$ cat config.mk
export PLATFORM = sky130hd
export DESIGN_NAME = err_log_unit
export DESIGN_NICKNAME = d
export VERILOG_FILES = /design/src/rtl/err_log_pkg.sv /design/src/rtl/err_route.sv /design/src/rtl/err_capture.sv /design/src/rtl/err_status.sv /design/src/rtl/err_log_unit.sv
export SDC_FILE = /design/constraint.sdc
export NUM_CORES = 1
export LEC_CHECK = 0
export BUFFER_PORTS_ARGS = -buffer_cell sky130_fd_sc_hd__clkbuf_2
export CORE_UTILIZATION = 45
export CTS_CLUSTER_DIAMETER = 50
export CTS_CLUSTER_SIZE = 30
export DETAILED_ROUTE_END_ITERATION = 10
export GPL_TIMING_DRIVEN = 0
export HOLD_SLACK_MARGIN = 0.06
export PLACE_DENSITY = 0.79
export SLEW_MARGIN = 10
export SYNTH_ARGS = -nofsm -noshare
export SYNTH_HDL_FRONTEND = slang
export SYNTH_HIERARCHICAL = 1
export SYNTH_SLANG_ARGS = --single-unit
$ cat constraint.sdc
create_clock -name clk -period 3.3 [get_ports clk]
set_input_delay 0.33 -clock clk [delete_from_list [all_inputs] [get_ports clk]]
set_output_delay 0.33 -clock clk [all_outputs]
set_load 0.1 [all_outputs]
$ cat src/rtl/err_log_pkg.sv
// Package err_log_pkg
// Shared encodings for the error logging unit: type codes, the layout of
// the status registers, the log source selection and the register map.
// Assumes four error types and two classes.
package err_log_pkg;

    typedef enum logic [1:0] {
        KIND_MA  = 2'd0,
        KIND_TA  = 2'd1,
        KIND_APE = 2'd2,
        KIND_DPE = 2'd3
    } err_kind_e;

    localparam int NUM_KINDS = 4;
    localparam int STAT_W    = 2 * NUM_KINDS;
    localparam int RADDR_W   = 3;

    typedef enum logic [1:0] {
        SRC_CTX   = 2'd0,
        SRC_LIVE  = 2'd1,
        SRC_MIXED = 2'd2
    } log_src_e;

    localparam logic [RADDR_W-1:0] RA_FIRST = 3'd0;
    localparam logic [RADDR_W-1:0] RA_NEXT  = 3'd1;
    localparam logic [RADDR_W-1:0] RA_LADDR = 3'd2;
    localparam logic [RADDR_W-1:0] RA_LDATA = 3'd3;
    localparam logic [RADDR_W-1:0] RA_LBE   = 3'd4;
    localparam logic [RADDR_W-1:0] RA_LHDR  = 3'd5;

    // Map an error type to the set of values its log entry keeps.
    function automatic log_src_e src_of(input err_kind_e k);
        case (k)
            KIND_APE: return SRC_LIVE;
            KIND_DPE: return SRC_MIXED;
            default:  return SRC_CTX;
        endcase
    endfunction

endpackage

$ cat src/rtl/err_route.sv
// Module err_route
// Decides where an incoming error event lands. It either becomes a first
// error (status bit in the first-error register plus a log load) or a next
// error (status bit in the next-error register only).
// Assumes at most one event per cycle; purely combinational.
module err_route
    import err_log_pkg::*;
(
    input  logic              err_valid,
    input  logic              err_fatal,
    input  err_kind_e         err_kind,
    input  logic [STAT_W-1:0] first_q,
    output logic [STAT_W-1:0] first_set,
    output logic [STAT_W-1:0] next_set,
    output logic              log_load
);

    logic [STAT_W-1:0] bit_vec;
    logic              fatal_free;
    logic              all_clear;
    logic              take_first;

    // Build the one-hot status bit for this class and type.
    always_comb begin
        bit_vec = '0;
        bit_vec[(err_fatal ? NUM_KINDS : 0) + int'(err_kind)] = 1'b1;
    end

    // Choose between first-error and next-error handling.
    always_comb begin
        fatal_free = (first_q[STAT_W-1:NUM_KINDS] == '0);
        all_clear  = (first_q == '0);
        take_first = err_valid && (err_fatal ? fatal_free : all_clear);
        first_set  = take_first ? bit_vec : '0;
        next_set   = (err_valid && !take_first) ? bit_vec : '0;
        log_load   = take_first;
    end

endmodule

$ cat src/rtl/err_capture.sv
// Module err_capture
// Holds the shared log registers. On a load it selects context values,
// live values, or live data with the context address, according to the
// error type. Fields with no source for that type are written as zero.
// Assumes load is asserted only for errors accepted as first errors.
module err_capture
    import err_log_pkg::*;
#(
    parameter int ADDR_W = 32,
    parameter int DATA_W = 32,
    parameter int BE_W   = 4,
    parameter int HDR_W  = 32
) (
    input  logic              clk,
    input  logic              rst_n,
    input  logic              load,
    input  err_kind_e         kind,
    input  logic [ADDR_W-1:0] live_addr,
    input  logic [DATA_W-1:0] live_data,
    input  logic [BE_W-1:0]   live_be,
    input  logic [HDR_W-1:0]  live_hdr,
    input  logic [ADDR_W-1:0] ctx_addr,
    input  logic [DATA_W-1:0] ctx_data,
    output logic [ADDR_W-1:0] log_addr,
    output logic [DATA_W-1:0] log_data,
    output logic [BE_W-1:0]   log_be,
    output logic [HDR_W-1:0]  log_hdr
);

    logic [ADDR_W-1:0] nxt_addr;
    logic [DATA_W-1:0] nxt_data;
    logic [BE_W-1:0]   nxt_be;
    logic [HDR_W-1:0]  nxt_hdr;

    // Select the capture values for the current error type.
    always_comb begin
        case (src_of(kind))
            SRC_LIVE: begin
                nxt_addr = live_addr;
                nxt_data = live_data;
                nxt_be   = live_be;
                nxt_hdr  = live_hdr;
            end
            SRC_MIXED: begin
                nxt_addr = ctx_addr;
                nxt_data = live_data;
                nxt_be   = live_be;
                nxt_hdr  = '0;
            end
            default: begin
                nxt_addr = ctx_addr;
                nxt_data = ctx_data;
                nxt_be   = '0;
                nxt_hdr  = '0;
            end
        endcase
    end

    // Load the log registers on an accepted first error.
    always_ff @(posedge clk) begin
        if (!rst_n) begin
            log_addr <= '0;
            log_data <= '0;
            log_be   <= '0;
            log_hdr  <= '0;
        end else if (load) begin
            log_addr <= nxt_addr;
            log_data <= nxt_data;
            log_be   <= nxt_be;
            log_hdr  <= nxt_hdr;
        end
    end

endmodule

$ cat src/rtl/err_status.sv
// Module err_status
// One write-one-to-clear status register. Bits set by hardware take
// precedence over a software clear arriving in the same cycle.
// Assumes set and clear vectors are already qualified by their sources.
module err_status #(
    parameter int W = 8
) (
    input  logic         clk,
    input  logic         rst_n,
    input  logic [W-1:0] set_vec,
    input  logic [W-1:0] clr_vec,
    output logic [W-1:0] q
);

    // Apply clears first, then sets, so a new event survives a clear.
    always_ff @(posedge clk) begin
        if (!rst_n) q <= '0;
        else        q <= (q & ~clr_vec) | set_vec;
    end

    AST_SET_WINS: assert property (@(posedge clk) disable iff (!rst_n)
        $past(rst_n) |-> ((q & $past(set_vec)) == $past(set_vec)));

    AST_W1C_CLEARS: assert property (@(posedge clk) disable iff (!rst_n)
        $past(rst_n) |-> ((q & $past(clr_vec & ~set_vec)) == '0));

endmodule

$ cat src/rtl/err_log_unit.sv
// Module err_log_unit
// Top of the error logging unit. It routes error events into first-error
// and next-error status, captures the shared log, provides the register
// read/write port and raises a message request per accepted error.
// Assumes one error event per cycle and log field widths not above REG_W.
module err_log_unit
    import err_log_pkg::*;
#(
    parameter int ADDR_W = 32,
    parameter int DATA_W = 32,
    parameter int BE_W   = 4,
    parameter int HDR_W  = 32,
    parameter int REG_W  = 32
) (
    input  logic               clk,
    input  logic               rst_n,
    input  logic               err_valid,
    input  logic               err_fatal,
    input  logic [1:0]         err_kind,
    input  logic [ADDR_W-1:0]  live_addr,
    input  logic [DATA_W-1:0]  live_data,
    input  logic [BE_W-1:0]    live_be,
    input  logic [HDR_W-1:0]   live_hdr,
    input  logic [ADDR_W-1:0]  ctx_addr,
    input  logic [DATA_W-1:0]  ctx_data,
    input  logic [2:0]         reg_addr,
    input  logic               reg_wr,
    input  logic [REG_W-1:0]   reg_wdata,
    output logic [REG_W-1:0]   reg_rdata,
    output logic               msg_req
);

    localparam int NREG = 2;

    logic [STAT_W-1:0] set_arr [NREG];
    logic [STAT_W-1:0] clr_arr [NREG];
    logic [STAT_W-1:0] stat_q  [NREG];
    logic              log_load;
    logic [ADDR_W-1:0] log_addr;
    logic [DATA_W-1:0] log_data;
    logic [BE_W-1:0]   log_be;
    logic [HDR_W-1:0]  log_hdr;
    logic              msg_q;

    err_route u_route (
        .err_valid (err_valid),
        .err_fatal (err_fatal),
        .err_kind  (err_kind_e'(err_kind)),
        .first_q   (stat_q[0]),
        .first_set (set_arr[0]),
        .next_set  (set_arr[1]),
        .log_load  (log_load)
    );

    err_capture #(
        .ADDR_W (ADDR_W),
        .DATA_W (DATA_W),
        .BE_W   (BE_W),
        .HDR_W  (HDR_W)
    ) u_capture (
        .clk       (clk),
        .rst_n     (rst_n),
        .load      (log_load),
        .kind      (err_kind_e'(err_kind)),
        .live_addr (live_addr),
        .live_data (live_data),
        .live_be   (live_be),
        .live_hdr  (live_hdr),
        .ctx_addr  (ctx_addr),
        .ctx_data  (ctx_data),
        .log_addr  (log_addr),
        .log_data  (log_data),
        .log_be    (log_be),
        .log_hdr   (log_hdr)
    );

    for (genvar g = 0; g < NREG; g++) begin : g_stat
        // Derive the clear mask for this status register from the write port.
        always_comb begin
            clr_arr[g] = (reg_wr && (reg_addr == RADDR_W'(g)))
                       ? reg_wdata[STAT_W-1:0] : '0;
        end

        err_status #(.W(STAT_W)) u_stat (
            .clk     (clk),
            .rst_n   (rst_n),
            .set_vec (set_arr[g]),
            .clr_vec (clr_arr[g]),
            .q       (stat_q[g])
        );
    end

    // Zero-extend the selected register onto the read bus.
    always_comb begin
        case (reg_addr)
            RA_FIRST: reg_rdata = REG_W'(stat_q[0]);
            RA_NEXT:  reg_rdata = REG_W'(stat_q[1]);
            RA_LADDR: reg_rdata = REG_W'(log_addr);
            RA_LDATA: reg_rdata = REG_W'(log_data);
            RA_LBE:   reg_rdata = REG_W'(log_be);
            RA_LHDR:  reg_rdata = REG_W'(log_hdr);
            default:  reg_rdata = '0;
        endcase
    end

    // Raise one message request per accepted error event.
    always_ff @(posedge clk) begin
        if (!rst_n) msg_q <= 1'b0;
        else        msg_q <= err_valid;
    end

    assign msg_req = msg_q;

    AST_FIRST_ONE_PER_CLASS: assert property (@(posedge clk) disable iff (!rst_n)
        $onehot0(stat_q[0][NUM_KINDS-1:0]) && $onehot0(stat_q[0][STAT_W-1:NUM_KINDS]));

    AST_NF_KEEPS_LOG: assert property (@(posedge clk) disable iff (!rst_n)
        (err_valid && !err_fatal && (stat_q[0] != '0))
        |=> ($stable(log_addr) && $stable(log_data) && $stable(log_be) && $stable(log_hdr)));

    AST_FATAL_KEEPS_LOG: assert property (@(posedge clk) disable iff (!rst_n)
        (err_valid && err_fatal && (stat_q[0][STAT_W-1:NUM_KINDS] != '0))
        |=> ($stable(log_addr) && $stable(log_data) && $stable(log_be) && $stable(log_hdr)));

    AST_FATAL_TAKES_FIRST: assert property (@(posedge clk) disable iff (!rst_n)
        (err_valid && err_fatal && (stat_q[0][STAT_W-1:NUM_KINDS] == '0))
        |=> stat_q[0][NUM_KINDS + int'($past(err_kind))]);

    AST_MSG_PULSE: assert property (@(posedge clk) disable iff (!rst_n)
        err_valid |=> msg_req);

    AST_MSG_QUIET: assert property (@(posedge clk) disable iff (!rst_n)
        !err_valid |=> !msg_req);

endmodule

* Yosys cells after proc, flatten, opt, wreduce, memory -nomap -nowiden
Cells that the tools add are included.
Widths: inputs -> output; s select.
** Word-level totals
- Word-level logic and storage cells :: 49
- Register bits after elaboration :: 117
- Bits of input ports :: 206
** Operators by class
- Equal/unequal tests :: 9
- Muxes and demuxes :: 14
- Bitwise logic cells :: 6
- Add/subtract/negate cells :: 1
- Order comparisons :: 2
- Reductions and logical operators :: 10
** Operators by type and width (count)
- $pmux 32 s6 :: 1
- $mux 32 :: 3
- $add 32x3->32 :: 1
- $ge 32x1->1 const B :: 1
- $lt 32x5->1 const B :: 1
- $mux 8 :: 4
- $and 8x8->8 :: 2
- $not 8->8 :: 2
- $or 8x8->8 :: 2
- $logic_not 8->1 :: 1
- $eq 2x2->1 const B :: 3
- $eq 3x2->1 const B :: 2
- $eq 3x3->1 const B :: 2
- $logic_and 1x1->1 :: 5
- $logic_not 4->1 :: 1
- $mux 4 :: 1
- $pmux 2 s2 :: 1
- $demux 1 s3 :: 1
- $eq 3x1->1 const B :: 1
- $logic_not 3->1 :: 1
- $mux 3 :: 1
- $eq 2x1->1 const B :: 1
- $mux 1 :: 2
- $reduce_or 2->1 :: 1
- $logic_not 1->1 :: 1

* Longest topological paths before layout
Gate-level depths: netlist (run 1).
- Word-level depth :: 8
- Gate-level depth with buffers :: 7

* By module
Netlist (run 1), hierarchy kept.
** By module, submodules not included
- err_capture :: cells an instance 490, area an instance 4911.0 µm², instances 1, seq. area each 2001.9 µm²
- err_log_unit :: cells an instance 129, area an instance 1096.1 µm², instances 1, seq. area each 20.0 µm²
- err_status :: cells an instance 25, area an instance 337.8 µm², instances 2, seq. area each 160.2 µm²
- err_route :: cells an instance 30, area an instance 215.2 µm², instances 1, seq. area each 0.0 µm²

* Worst setup path after synthesis (run 1)
Ideal clock, no wire load.
- Path kind :: input-to-output
- From :: input reg_addr[1]
- To :: output reg_rdata[0]
- Stages :: 4
- Arrival :: 2.408 ns
- Buffers on the path :: 1
- Setup slack :: 0.562 ns
- Data required time :: 2.970 ns
- Cell sequence :: buf_4 -> mux2_1 -> nand2_1 -> a31oi_1
** On the way
- Cells in the longest elaborated chain, start to end :: 2
- Elaborated cells on any way between the ends :: 7
- Those cells by class :: eq/ne: 5; mux: 1; reduce/logical: 1
** RTL lines
- start, declared :: line err_log_unit.sv:26 : input logic [2:0] reg_addr,
- $eq 3x3->1, or another cell as far along :: line err_log_unit.sv:95 : case (reg_addr)
- $pmux 32 s6 * :: line err_log_unit.sv:95
- end, declared :: line err_log_unit.sv:29 : output logic [REG_W-1:0] reg_rdata,
Mark *: on every way between the ends. The rest lies on a longest branch, timed or not.

* Worst setup path in the final report (run 1)
- From :: register g_stat[0].u_stat.q[5]
- To :: register u_capture.log_addr[10]
** On the way
- Cells in the longest elaborated chain, start to end :: 3
- Elaborated cells on any way between the ends :: 4
- Those cells by class :: mux: 1; reduce/logical: 3
** RTL lines
- start, declared :: line err_status.sv:12 : output logic [W-1:0] q
- start signal, assigned :: line err_status.sv:18 : else q <= (q & ~clr_vec) | set_vec;
- $logic_not 8->1 / $logic_not 4->1 (equally long branches) :: line err_route.sv:32, err_route.sv:31
- $mux 1 * :: line err_route.sv:33 : take_first = err_valid && (err_fatal ? fatal_free : all_clear);
- $logic_and 1x1->1 * :: line err_route.sv:33
- net log_load :: line err_log_unit.sv:38 : logic log_load;
- end signal, assigned :: line err_capture.sv:67 : log_addr <= nxt_addr;
- end, declared :: line err_capture.sv:24 : output logic [ADDR_W-1:0] log_addr,
The timed path passes the listed nets; every way through them passes the cells marked *.
A chain may end at the register's enable or synchronous reset.

==> reports/results.md, run 1 <==
| Item | This run | Unit |
| --- | --- | --- |
| Outcome | complete, no violations | - |
| Total detailed-routing wirelength | 22.0 | mm |
| Worst Reg-to-Reg Cells | 5 | - |
| DIE WIDTH | 126 | um |
| Maximum ir drop on the vdd rail | 0.411 | mV |
| Post-CTS Hold Buffers | 0 | - |
| Highest clock rate | 0.372 | GHz |
| Number of instances on the worst hold path | 3 | - |
| Max-slew violations | 0 | - |
| Clock slew at the register clock pins of the worst setup and hold paths | 0.05 | ns |
| Minimum clock period | 2.69 | ns |
| Global routing usage on met2 | 45.8 | % |
| Syn_nets | 905 | - |
| Distinct cells, synth | 53 | - |
| Leakage power | 3.88 | nW |
| Iteration-0 DRC Markers | 578 | - |
| Cell count along the critical path | 5 | - |
| Slew Limit Headroom | 50.2 | % |
| CTS Root Buffer Type | clkbuf_16 | - |
| Number of buffers added on ports | 214 | - |
| Post-synthesis async set-or-reset flop share | 0 | % |
| Number of global-route vias before repair | 5943 | - |
| Detailed Routing Iterations Pass 1 | 5 | - |
| Die ar. | 15800 | um^2 |
| Worst slack after detailed placement | 0.670 | ns |
| Post-route DRC violation count | 0 | - |
| Via density | 5.72 | - |
| R2R Path End | u_capture/log_addr[10]$_SDFFE_PN0P_ | - |
| Max stage delay cell, worst path | nor4_2 | - |
| Final core utilization | 59.6 | % |
| Pin count of the biggest net entering global routing | 17 | - |
| Worst hold path class | input port to register | - |
| Category of cells accounting for the largest share of critical-path delay | compound AO/OA/AOI/OAI gates | - |
| Total number of nets in the final design | 1138 | - |
| Maximum clock skew at final layout | 0.00655 | ns |
| Site Rows | 44 | - |
| Wire length of the first global-routing pass | 33.1 | mm |
| Busiest metal layer after global routing | met2 | - |
| Antenna violation net count after detailed routing | 0 | - |
| Max Fanout on Critical Path | 10 | - |
| Most common cell after layout, fill and taps aside | clkbuf_2 | - |
| Clock tree from TritonCTS | done | - |
| Endpoint required time on the critical path | 3.63 | ns |
| Hold path start | ctx_addr[29] | - |
| Antenna violations before repair | 0 | - |
| CP peak stage delay | 0.70 | ns |
| Count of endpoints failing hold in the final timing report | 0 | - |
| Least setup slack across all paths after layout | 0.614 | ns |
| Count of flip-flops with a built-in enable after synthesis | 0 | - |
| Highest-count cells in the layout ignoring fill and taps | 215 x clkbuf_2, 117 x dfxtp_1, 66 x mux2i_1 | - |
| Total half-perimeter wirelength after legalization and detailed placement | 16.4 | mm |
| End point of the worst hold path | u_capture/log_addr[29]$_SDFFE_PN0P_ | - |
| Initial Utilization | 46.8 | % |
| Ordered cell list for the critical path | nor4_2, o211a_1, clkbuf_1, o21ai_0, a311oi_2 | - |
| Mean cell area of the mapped netlist | 9.87 | um^2 |
| Kind of start point of the critical path | register | - |
| Count of pins on the block boundary | 239 | - |
| All-layer global routing usage | 27.7 | % |
| Reg2Reg Launch Point | g_stat[0].u_stat/q[5]$_SDFF_PN0_ | - |
| Area Growth Syn to Fin | 27.6 | % |
| Worst slack on hold paths | 0.161 | ns |
| Fraction of final layout cells sized beyond drive strength 1 | 38.5 | % |
| Number of antenna cells inserted | 0 | - |
| Post_cts resized | 0 | - |
| Critical path capture point type | register | - |
| Final sum of negative setup slack | 0 | ns |
| Crit Path Class | register to register | - |
| Postcts setup bufs | 0 | - |
| Critical path arrival | 3.01 | ns |
| Post-Synthesis Cell Area | 6900 | um^2 |
| Setup violations, final | 0 | - |
| Overall overflow remaining after global route | 0 | - |
| Synthesized instance count | 699 | - |
| Routed wire length per instance | 19.5 | um |
| Power Density | 503 | nW/um^2 |
| Clock network latency to the later pin of the worst-skew pair | 0.41 | ns |
| Post-Layout Inst Area | 8800 | um^2 |
| Worst slew pin tran | 0.740 | ns |
| Die height | 126 | um |
| Number of max-cap violations | 0 | - |
| Share of the yosys chip area belonging to registers | 34.0 | % |
| CTS buffer count | 17 | - |
| Most frequently used flop master after synthesis | dfxtp_1 | - |
| Core area | 14800 | um^2 |
| Post-placement cell area | 8200 | um^2 |
| Flip-flop and latch count after synthesis | 117 | - |
| Clock sink count | 117 | - |
| Routed via count | 6448 | - |
| Met1 track utilization from global routing | 36.2 | % |
| Maximum clock insertion buffer count | 2 | - |
| H-tree level count | 4 | - |
| Final worst-path cycle share | 81.4 | % |
| Buffering stage count on the worst path with inverters included | 1 | - |
| Warnings, synthesis | 6 | - |
| RSZ-0062 raised after global routing | false | - |
| Met3 demand-to-capacity share in global routing | 5.06 | % |
| Gpl congestion | 0.893 | - |
| Worst reg-to-reg setup slack | 0.61 | ns |
[synth_stat cells (20+ instances only)]
master,count,share of area (%)
a21boi_1,36,3.9
mux2i_1,66,9.6
clkbuf_1,24,1.3
o21ai_0,55,4.0
buf_2,20,1.5
a21oi_1,37,2.7
dfxtp_1,117,34
nand4b_1,33,4.2
inv_1,32,1.7
a311oi_2,27,5.9
o2bb2ai_1,27,3.4
nand2b_1,39,3.5
[worst min-delay path, cell delays in order]
cell,delay (ns)
clkbuf_2,0.08
inv_1,0.04
a311oi_1,0.07
[metrics by stage]
stage / total power [mW] / std cells
2_1_floorplan: 2.24 / 699
3_3_place_gp: 2.54 / 1097
3_5_place_dp: 2.55 / 1097
4_1_cts: 4.44 / 1128
5_1_grt: 4.59 / 1128
6_report: 4.43 / 1128
[where the power goes]
group	leakage, nW	switching, mW	internal, mW
registers	0.961	0.0711	1.53
logic	2.63	0.589	0.356
clock network	0.296	0.647	1.24
total	3.88	1.31	3.12
[final cells by class]
type	count	area [um^2]
fill	1301	5950
multi-input combinational	477	3990
sequential	117	2340
timing repair buffer	214	1070
clock buffer	22	474
buffer	72	447
tap	184	230
clock inverter	9	126
inverter	33	124
[how the worst max path moves through the flow]
stage,start,end
2_1_floorplan,reg_addr[1],reg_rdata[0]
3_3_place_gp,g_stat[0].u_stat/q[5]$_SDFF_PN0_,u_capture/log_addr[8]$_SDFFE_PN0P_
3_5_place_dp,g_stat[0].u_stat/q[5]$_SDFF_PN0_,u_capture/log_addr[10]$_SDFFE_PN0P_
4_1_cts,g_stat[0].u_stat/q[5]$_SDFF_PN0_,u_capture/log_addr[10]$_SDFFE_PN0P_
5_1_grt,g_stat[0].u_stat/q[5]$_SDFF_PN0_,u_capture/log_addr[12]$_SDFFE_PN0P_
6_report,g_stat[0].u_stat/q[5]$_SDFF_PN0_,u_capture/log_addr[10]$_SDFFE_PN0P_
[cell families after synthesis]
logic type	synth area share (%)
flops	34.0
buf+inv	8.27
simple gates	22.5
compound gates	24.5
mux	10.7
[registers in the layout, summed over array words and instances (netlist names)]
signal	cells
u_capture/log_data	32
g_stat.u_stat/q	16
u_capture/log_be	4
u_capture/log_hdr	32
msg_req	1
u_capture/log_addr	32
[layer usage]
metal	up-vias	share of wire (%)
met5	-	0
met4	0	1.9
met3	28	6.2
met2	280	47
met1	3062	45
li1	3078	-
Note: power is estimated with default switching activity, not from simulation.
==> inputs of run 2 (changes only) <==
- ABC_AREA: unset -> 1
- PLACE_DENSITY: 0.79 -> 0.8
- clock period: 3.3 -> 2.7 ns (I/O delays scaled with it)
==> reports/results.md, run 2 <==
| Item | This run | Unit |
| --- | --- | --- |
| Outcome | complete, no violations | - |
| Highest-count cells in the layout ignoring fill and taps | 314 x nand2_1, 211 x clkbuf_2, 180 x nor2_1 | - |
| Antenna violations before repair | 0 | - |
| Number of fill cells | 1401 | - |
| Clock network latency to the later pin of the worst-skew pair | 0.43 | ns |
| Largest registers in the final layout | u_capture/log_addr: 32 flops, u_capture/log_data: 32 flops, u_capture/log_hdr: 32 flops | - |
| Most common cell after layout, fill and taps aside | nand2_1 | - |
| Crit Path Class | register to register | - |
| Worst reg-to-reg setup slack | 0.77 | ns |
| Routed via count | 7387 | - |
| Internal power summed over all cells | 3.67 | mW |
| Post_cts resized | 0 | - |
| Warnings, synthesis | 6 | - |
| Ordered cell list for the critical path | nor2_1, and2_2, nand3_4, inv_1, buf_2, buf_2, nand3_1, nand2_1, inv_1 | - |
| Worst hold path class | input port to register | - |
| Max-slew violations | 0 | - |
| Antenna violation net count after detailed routing | 0 | - |
| Count of pins on the block boundary | 239 | - |
| Destination of the critical timing path | u_capture/log_addr[14]$_SDFFE_PN0P_ | - |
| Clock sink count | 117 | - |
| Detailed Routing Iterations Pass 1 | 6 | - |
| Count of flip-flops with a built-in enable after synthesis | 0 | - |
| Iteration-0 DRC Markers | 513 | - |
| Arithmetic-cell share of the synthesized area counting full adders, half adders and majority gates | 0 | % |
| Routed wire length per instance | 14.2 | um |
| Share of the yosys chip area belonging to registers | 35.7 | % |
| R2R Path End | u_capture/log_addr[14]$_SDFFE_PN0P_ | - |
| Number of max-cap violations | 0 | - |
| Minimum clock period | 1.93 | ns |
| Kind of start point of the critical path | register | - |
| Reg2Reg Launch Point | g_stat[0].u_stat/q[7]$_SDFF_PN0_ | - |
| Final worst-path cycle share | 71.4 | % |
| Flip-flop and latch count after synthesis | 117 | - |
| Post-synthesis async set-or-reset flop share | 0 | % |
| Most common cell in the netlist | nand2_1 | - |
| Max Fanout on Critical Path | 10 | - |
| CP peak stage delay | 0.33 | ns |
| Distinct cells, synth | 25 | - |
| Power share of the combinational group | 22.7 | % |
| Postcts setup bufs | 0 | - |
| Number of global-route vias before repair | 6744 | - |
| Fraction of final layout cells sized beyond drive strength 1 | 23.8 | % |
| Synth Area in XOR/XNOR | 0 | % |
| Sw power | 1.68 | mW |
| CTS Root Buffer Type | clkbuf_16 | - |
| Switching share of power | 31.3 | % |
| CTS buffer count | 17 | - |
| Power Density | 635 | nW/um^2 |
| Core area | 14000 | um^2 |
| Maximum ir drop on the vdd rail | 0.466 | mV |
| Post-CTS Hold Buffers | 0 | - |
| Count of endpoints failing hold in the final timing report | 0 | - |
| Worst Reg-to-Reg Cells | 9 | - |
| Wire length of the first global-routing pass | 32.8 | mm |
| Post-Synthesis Cell Area | 6570 | um^2 |
| All-layer global routing usage | 29.1 | % |
| Initial Utilization | 46.8 | % |
| Maximum clock skew at final layout | 0.0103 | ns |
| Synthesized instance count | 1072 | - |
| Multiplexer share of the synthesized area | 0 | % |
| Post-route DRC violation count | 0 | - |
| Simple logic cell fraction of the synthesized area | 42.9 | % |
| Critical path arrival | 2.25 | ns |
| Number of buffers added on ports | 211 | - |
| Total half-perimeter wirelength after legalization and detailed placement | 16.2 | mm |
| Slew Limit Headroom | 60.0 | % |
| Buffering stage count on the worst path with inverters included | 4 | - |
| Setup violations, final | 0 | - |
| Final sum of negative setup slack | 0 | ns |
| Top cells by count, synth | 314 x nand2_1, 180 x nor2_1, 140 x nand3_1, 125 x inv_1, 117 x dfxtp_1 | - |
| Cell count along the critical path | 9 | - |
| Yosys top cell area share | 35.7 | % |
| Max stage delay cell, worst path | dfxtp_1 | - |
| Total detailed-routing wirelength | 21.3 | mm |
| Mean cell area of the mapped netlist | 6.13 | um^2 |
| RSZ-0062 raised after global routing | false | - |
| FF+latch area | 2340 | um^2 |
| Die ar. | 15100 | um^2 |
| Footprint of the multi-input gates | 3280 | um^2 |
| Main combinational cell family by area after synthesis | simple AND/OR/NAND/NOR gates | - |
| Endpoint required time on the critical path | 3.02 | ns |
| Clock slew at the register clock pins of the worst setup and hold paths | 0.05 | ns |
| Sequential cell fraction of total power | 37.3 | % |
| Overall overflow remaining after global route | 0 | - |
| Worst slew pin tran | 0.599 | ns |
| Highest clock rate | 0.519 | GHz |
| Die height | 123 | um |
| H-tree level count | 4 | - |
| Category of cells accounting for the largest share of critical-path delay | buffers and inverters | - |
| Synth area leaders | dfxtp_1 36%, nand2_1 18%, nand3_1 11% | - |
| Most frequently used flop master after synthesis | dfxtp_1 | - |
| Worst slack on hold paths | 0.0748 | ns |
| Critical path startpoint | g_stat[0].u_stat/q[7]$_SDFF_PN0_ | - |
| Gpl congestion | 0.858 | - |
| DIE WIDTH | 123 | um |
| Library cell with the largest summed area after synthesis | dfxtp_1 | - |
| Total number of nets in the final design | 1508 | - |
| Clock tree from TritonCTS | done | - |
| Synthesized-area fraction occupied by ao, oa, aoi and oai cells | 6.99 | % |
| Syn_nets | 1278 | - |
| Pin count of the biggest net entering global routing | 17 | - |
| Site Rows | 43 | - |
| Via density | 4.94 | - |
| Relative contribution of the clock network to total power | 39.9 | % |
| Number of antenna cells inserted | 0 | - |
| Maximum clock insertion buffer count | 2 | - |
| Critical path capture point type | register | - |
| Area Growth Syn to Fin | 28.2 | % |
| Leakage power | 4.51 | nW |
[run 2: per-stage QoR]
| step | util, % | power (mW) | instances | instance area [um^2] | setup slack [ns] |
|---|---|---|---|---|---|
| after detailed placement | 55.9 | 3.23 | 1463 | 7850 | 0.779 |
| final | 60.0 | 5.35 | 1494 | 8420 | 0.773 |
| after CTS | 60.0 | 5.37 | 1494 | 8420 | 0.770 |
| after floorplan | - | 2.85 | 1072 | 6570 | 0.860 |
| after global routing | 60.0 | 5.60 | 1494 | 8420 | 0.668 |
| after global placement | 55.9 | 3.21 | 1463 | 7850 | 0.769 |
[run 2: cells by family (layout without fill, tap and decap cells)]
group | count (synthesis) | count (layout)
compound gates | 91 | 91
simple gates | 662 | 662
flops | 117 | 117
buf+inv | 202 | 444
[run 2: how the worst min path moves through the flow]
stage / cells after the start / end / slack (ns) / from
2_1_floorplan: 2 / msg_req$_SDFF_PN0_ / 0.36 / err_valid
3_3_place_gp: 2 / g_stat[1].u_stat/q[2]$_SDFF_PN0_ / 0.45 / g_stat[1].u_stat/q[2]$_SDFF_PN0_
3_5_place_dp: 2 / g_stat[1].u_stat/q[6]$_SDFF_PN0_ / 0.45 / g_stat[1].u_stat/q[6]$_SDFF_PN0_
4_1_cts: 3 / u_capture/log_hdr[3]$_SDFFE_PN0P_ / 0.07 / live_hdr[3]
5_1_grt: 3 / u_capture/log_hdr[3]$_SDFFE_PN0P_ / 0.07 / live_hdr[3]
6_report: 3 / u_capture/log_hdr[19]$_SDFFE_PN0P_ / 0.07 / live_hdr[19]
[run 2: routing by layer]
metal  global-route usage (%)  routed length (um)  part of all wire (%)
met5                        0                   0                     0
met4                     10.6                 412                   1.9
met3                     6.51                1470                   6.9
met2                     50.0               10300                    49
met1                     35.3                9060                    43
[run 2: power groups by stage]
| stage | Combinational (mW) | Sequential (mW) | Clock [mW] |
|---|---|---|---|
| final | 1.22 | 2.00 | 2.14 |
| after floorplan | 0.846 | 2.01 | 0 |
| after global placement | 1.19 | 2.02 | 0 |
| after CTS | 1.21 | 2.00 | 2.16 |
| after detailed placement | 1.20 | 2.03 | 0 |
| after global routing | 1.33 | 2.02 | 2.25 |
[run 2: tightest hold or removal path: cells and delay by family]
kind,cells,cell delay (ns)
AOI/OAI and AO/OA,1,0.05
buffers and inverters,1,0.08
and+or+nand+nor,1,0.05
[run 2: final cells by class]
class / count / area share (%)
clock buffer: 29 / 6.66
multi-input combinational: 753 / 38.9
buffer: 64 / 4.83
clock inverter: 2 / 0.119
tap: 180 / 2.67
timing repair buffer: 211 / 12.5
sequential: 117 / 27.8
inverter: 138 / 6.42
==> inputs of run 3 (changes only) <==
- ABC_AREA: 1 -> 0
- PLACE_DENSITY: 0.8 -> 0.82
- clock period: 2.7 -> 1.6 ns (I/O delays scaled with it)
==> reports/results.md, run 3 (same netlist as run 1, synthesis figures left out) <==
| Item | This run | Unit |
| --- | --- | --- |
| Outcome | complete, but fails checks | - |
| Violated checks | negative setup slack | - |
| Critical path arrival | 2.27 | ns |
| Ordered cell list for the critical path | buf_6, nor4_4, o211a_4, buf_12, buf_6, buf_6, nand4b_1, a21boi_1 | - |
| Max-slew violations | 0 | - |
| Die ar. | 15800 | um^2 |
| Worst slew pin tran | 1.04 | ns |
| R2R Path End | u_capture/log_hdr[13]$_SDFFE_PN0P_ | - |
| Sequential cell fraction of total power | 32.3 | % |
| Worst hold path class | input port to register | - |
| Pin count of the biggest net entering global routing | 17 | - |
| Power Density | 843 | nW/um^2 |
| Kind of start point of the critical path | register | - |
| Maximum clock skew at final layout | 0.00584 | ns |
| Largest registers in the final layout | u_capture/log_addr: 32 flops, u_capture/log_data: 32 flops, u_capture/log_hdr: 32 flops | - |
| Max stage delay cell, worst path | dfxtp_4 | - |
| Reg2Reg Launch Point | g_stat[0].u_stat/q[1]$_SDFF_PN0_ | - |
| Highest-count cells in the layout ignoring fill and taps | 183 x clkbuf_2, 102 x dfxtp_1, 102 x dlygate4sd3_1 | - |
| Least setup slack across all paths after layout | -0.333 | ns |
| Footprint of the multi-input gates | 5080 | um^2 |
| Number of buffers added on ports | 214 | - |
| Number of fill cells | 699 | - |
| Endpoint required time on the critical path | 1.94 | ns |
| Power share of the combinational group | 33.5 | % |
| Number of global-route vias before repair | 7920 | - |
| Overall overflow remaining after global route | 0 | - |
| Critical path startpoint | g_stat[0].u_stat/q[1]$_SDFF_PN0_ | - |
| Worst slack on hold paths | 0.0750 | ns |
| Count of endpoints failing hold in the final timing report | 0 | - |
| FF+latch area | 2380 | um^2 |
| Minimum clock period | 1.93 | ns |
| RSZ-0062 raised after global routing | true | - |
| Critical path capture point type | register | - |
| Maximum clock insertion buffer count | 2 | - |
| Total half-perimeter wirelength after legalization and detailed placement | 16.9 | mm |
| Detailed Routing Iterations Pass 1 | 6 | - |
| Iteration-0 DRC Markers | 872 | - |
| Switching share of power | 32.2 | % |
| Category of cells accounting for the largest share of critical-path delay | buffers and inverters | - |
| Destination of the critical timing path | u_capture/log_hdr[13]$_SDFFE_PN0P_ | - |
| All-layer global routing usage | 36.7 | % |
| Final worst-path cycle share | 121 | % |
| CTS Root Buffer Type | clkbuf_16 | - |
| Maximum ir drop on the vdd rail | 0.869 | mV |
| Core area | 14800 | um^2 |
| Number of max-cap violations | 0 | - |
| Internal power summed over all cells | 7.10 | mW |
| Routed via count | 8047 | - |
| Post-route DRC violation count | 0 | - |
| H-tree level count | 4 | - |
| Buffering stage count on the worst path with inverters included | 4 | - |
| Sw power | 3.37 | mW |
| Wire length of the first global-routing pass | 44.0 | mm |
| Cell count along the critical path | 8 | - |
| Site Rows | 44 | - |
| Relative contribution of the clock network to total power | 34.2 | % |
| Worst reg-to-reg setup slack | -0.33 | ns |
| Slew Limit Headroom | 30.4 | % |
| Initial Utilization | 46.8 | % |
| Worst Reg-to-Reg Cells | 8 | - |
| Fraction of final layout cells sized beyond drive strength 1 | 51.8 | % |
| Total detailed-routing wirelength | 33.1 | mm |
| Count of pins on the block boundary | 239 | - |
| CTS buffer count | 17 | - |
| Number of instances on the worst hold path | 3 | - |
| Clock tree from TritonCTS | done | - |
| Most common cell after layout, fill and taps aside | clkbuf_2 | - |
| Leakage power | 5.14 | nW |
| Cell count after placement | 1097 | - |
| Layout Cells excl Fill | 1271 | - |
| Via density | 6.33 | - |
| Max Fanout on Critical Path | 5 | - |
| Overall power after layout | 10.5 | mW |
| CP peak stage delay | 0.35 | ns |
| Setup violations, final | 113 | - |
| Clock slew at the register clock pins of the worst setup and hold paths | 0.05 | ns |
| Number of antenna cells inserted | 0 | - |
| Final sum of negative setup slack | -22.19 | ns |
| Area Growth Syn to Fin | 80.0 | % |
| Highest clock rate | 0.517 | GHz |
| Routed wire length per instance | 26.0 | um |
| Total number of nets in the final design | 1282 | - |
| Antenna violations before repair | 0 | - |
| Most used cell along the critical path | buf_6 | - |
| Antenna violation net count after detailed routing | 0 | - |
| Clock sink count | 117 | - |
| DIE WIDTH | 126 | um |
| Die height | 126 | um |
| Clock network latency to the later pin of the worst-skew pair | 0.42 | ns |
| Gpl congestion | 0.870 | - |
| Final core utilization | 84.2 | % |
| Crit Path Class | register to register | - |
## run 3: cell count changes in the layout (fill, tap and decap cells not counted), sizes merged, moves of 36 or more
cell         previous run  this run
a21boi                  0        36
buf                    48       103
mux2i                   0        66
nand2                 318         7
inv                   138        33
nand3                 146         7
nand2b                  0        40
dlygate4sd3             0       102
nor2                  182         2
## run 3: area by class of cell
type,instances,share of cell area (%)
timing repair buffer,363,26.7
inverter,33,0.998
sequential,117,19.2
clock inverter,5,0.403
buffer,67,5.99
multi-input combinational,477,40.9
clock buffer,25,3.91
tap,184,1.85
## run 3: how the worst min path moves through the flow
stage / from / end / slack [ns]
2_1_floorplan: err_valid / msg_req$_SDFF_PN0_ / 0.28
3_3_place_gp: ctx_addr[23] / u_capture/log_addr[23]$_SDFFE_PN0P_ / 0.42
3_5_place_dp: ctx_addr[23] / u_capture/log_addr[23]$_SDFFE_PN0P_ / 0.43
4_1_cts: ctx_addr[19] / u_capture/log_addr[19]$_SDFFE_PN0P_ / 0.06
5_1_grt: ctx_data[3] / u_capture/log_data[3]$_SDFFE_PN0P_ / 0.08
6_report: live_data[7] / u_capture/log_data[7]$_SDFFE_PN0P_ / 0.07
## run 3: repair_timing
item,in CTS,in global routing
pin swaps,41,49
buffers inserted,26,6
resized for setup,227,124
endpoints found under the hold margin,85,0
hold buffers,102,0
setup endpoints to repair,132,135
gates cloned,16,3
## run 3: layer usage
| layer | global-route usage, % | vias up | part of all wire [%] |
|---|---|---|---|
| met5 | 0 | - | 0 |
| met4 | 20.4 | 0 | 6.2 |
| li1 | - | 3370 | - |
| met3 | 6.63 | 170 | 9.2 |
| met2 | 64.1 | 688 | 49 |
| met1 | 42.6 | 3819 | 36 |
## run 3: power groups by stage
stage	Sequential [mW]	Combinational, mW	Clock (mW)
after global routing	3.39	3.60	3.69
after CTS	3.32	3.11	3.52
after global placement	3.36	2.11	0
after detailed placement	3.36	2.15	0
after floorplan	3.31	1.55	0
final	3.38	3.51	3.57
## run 3: worst min-delay path, stage by stage
cell and delay, ns:
clkbuf_2 0.07, mux2i_1 0.08, a21oi_2 0.14
## run 3: per-stage QoR
stage	setup slack, ns	area [um^2]
after floorplan	-0.589	7530
after global placement	-0.603	8830
after detailed placement	-0.654	8830
after CTS	-0.215	11900
after global routing	-0.356	12400
final	-0.333	12400
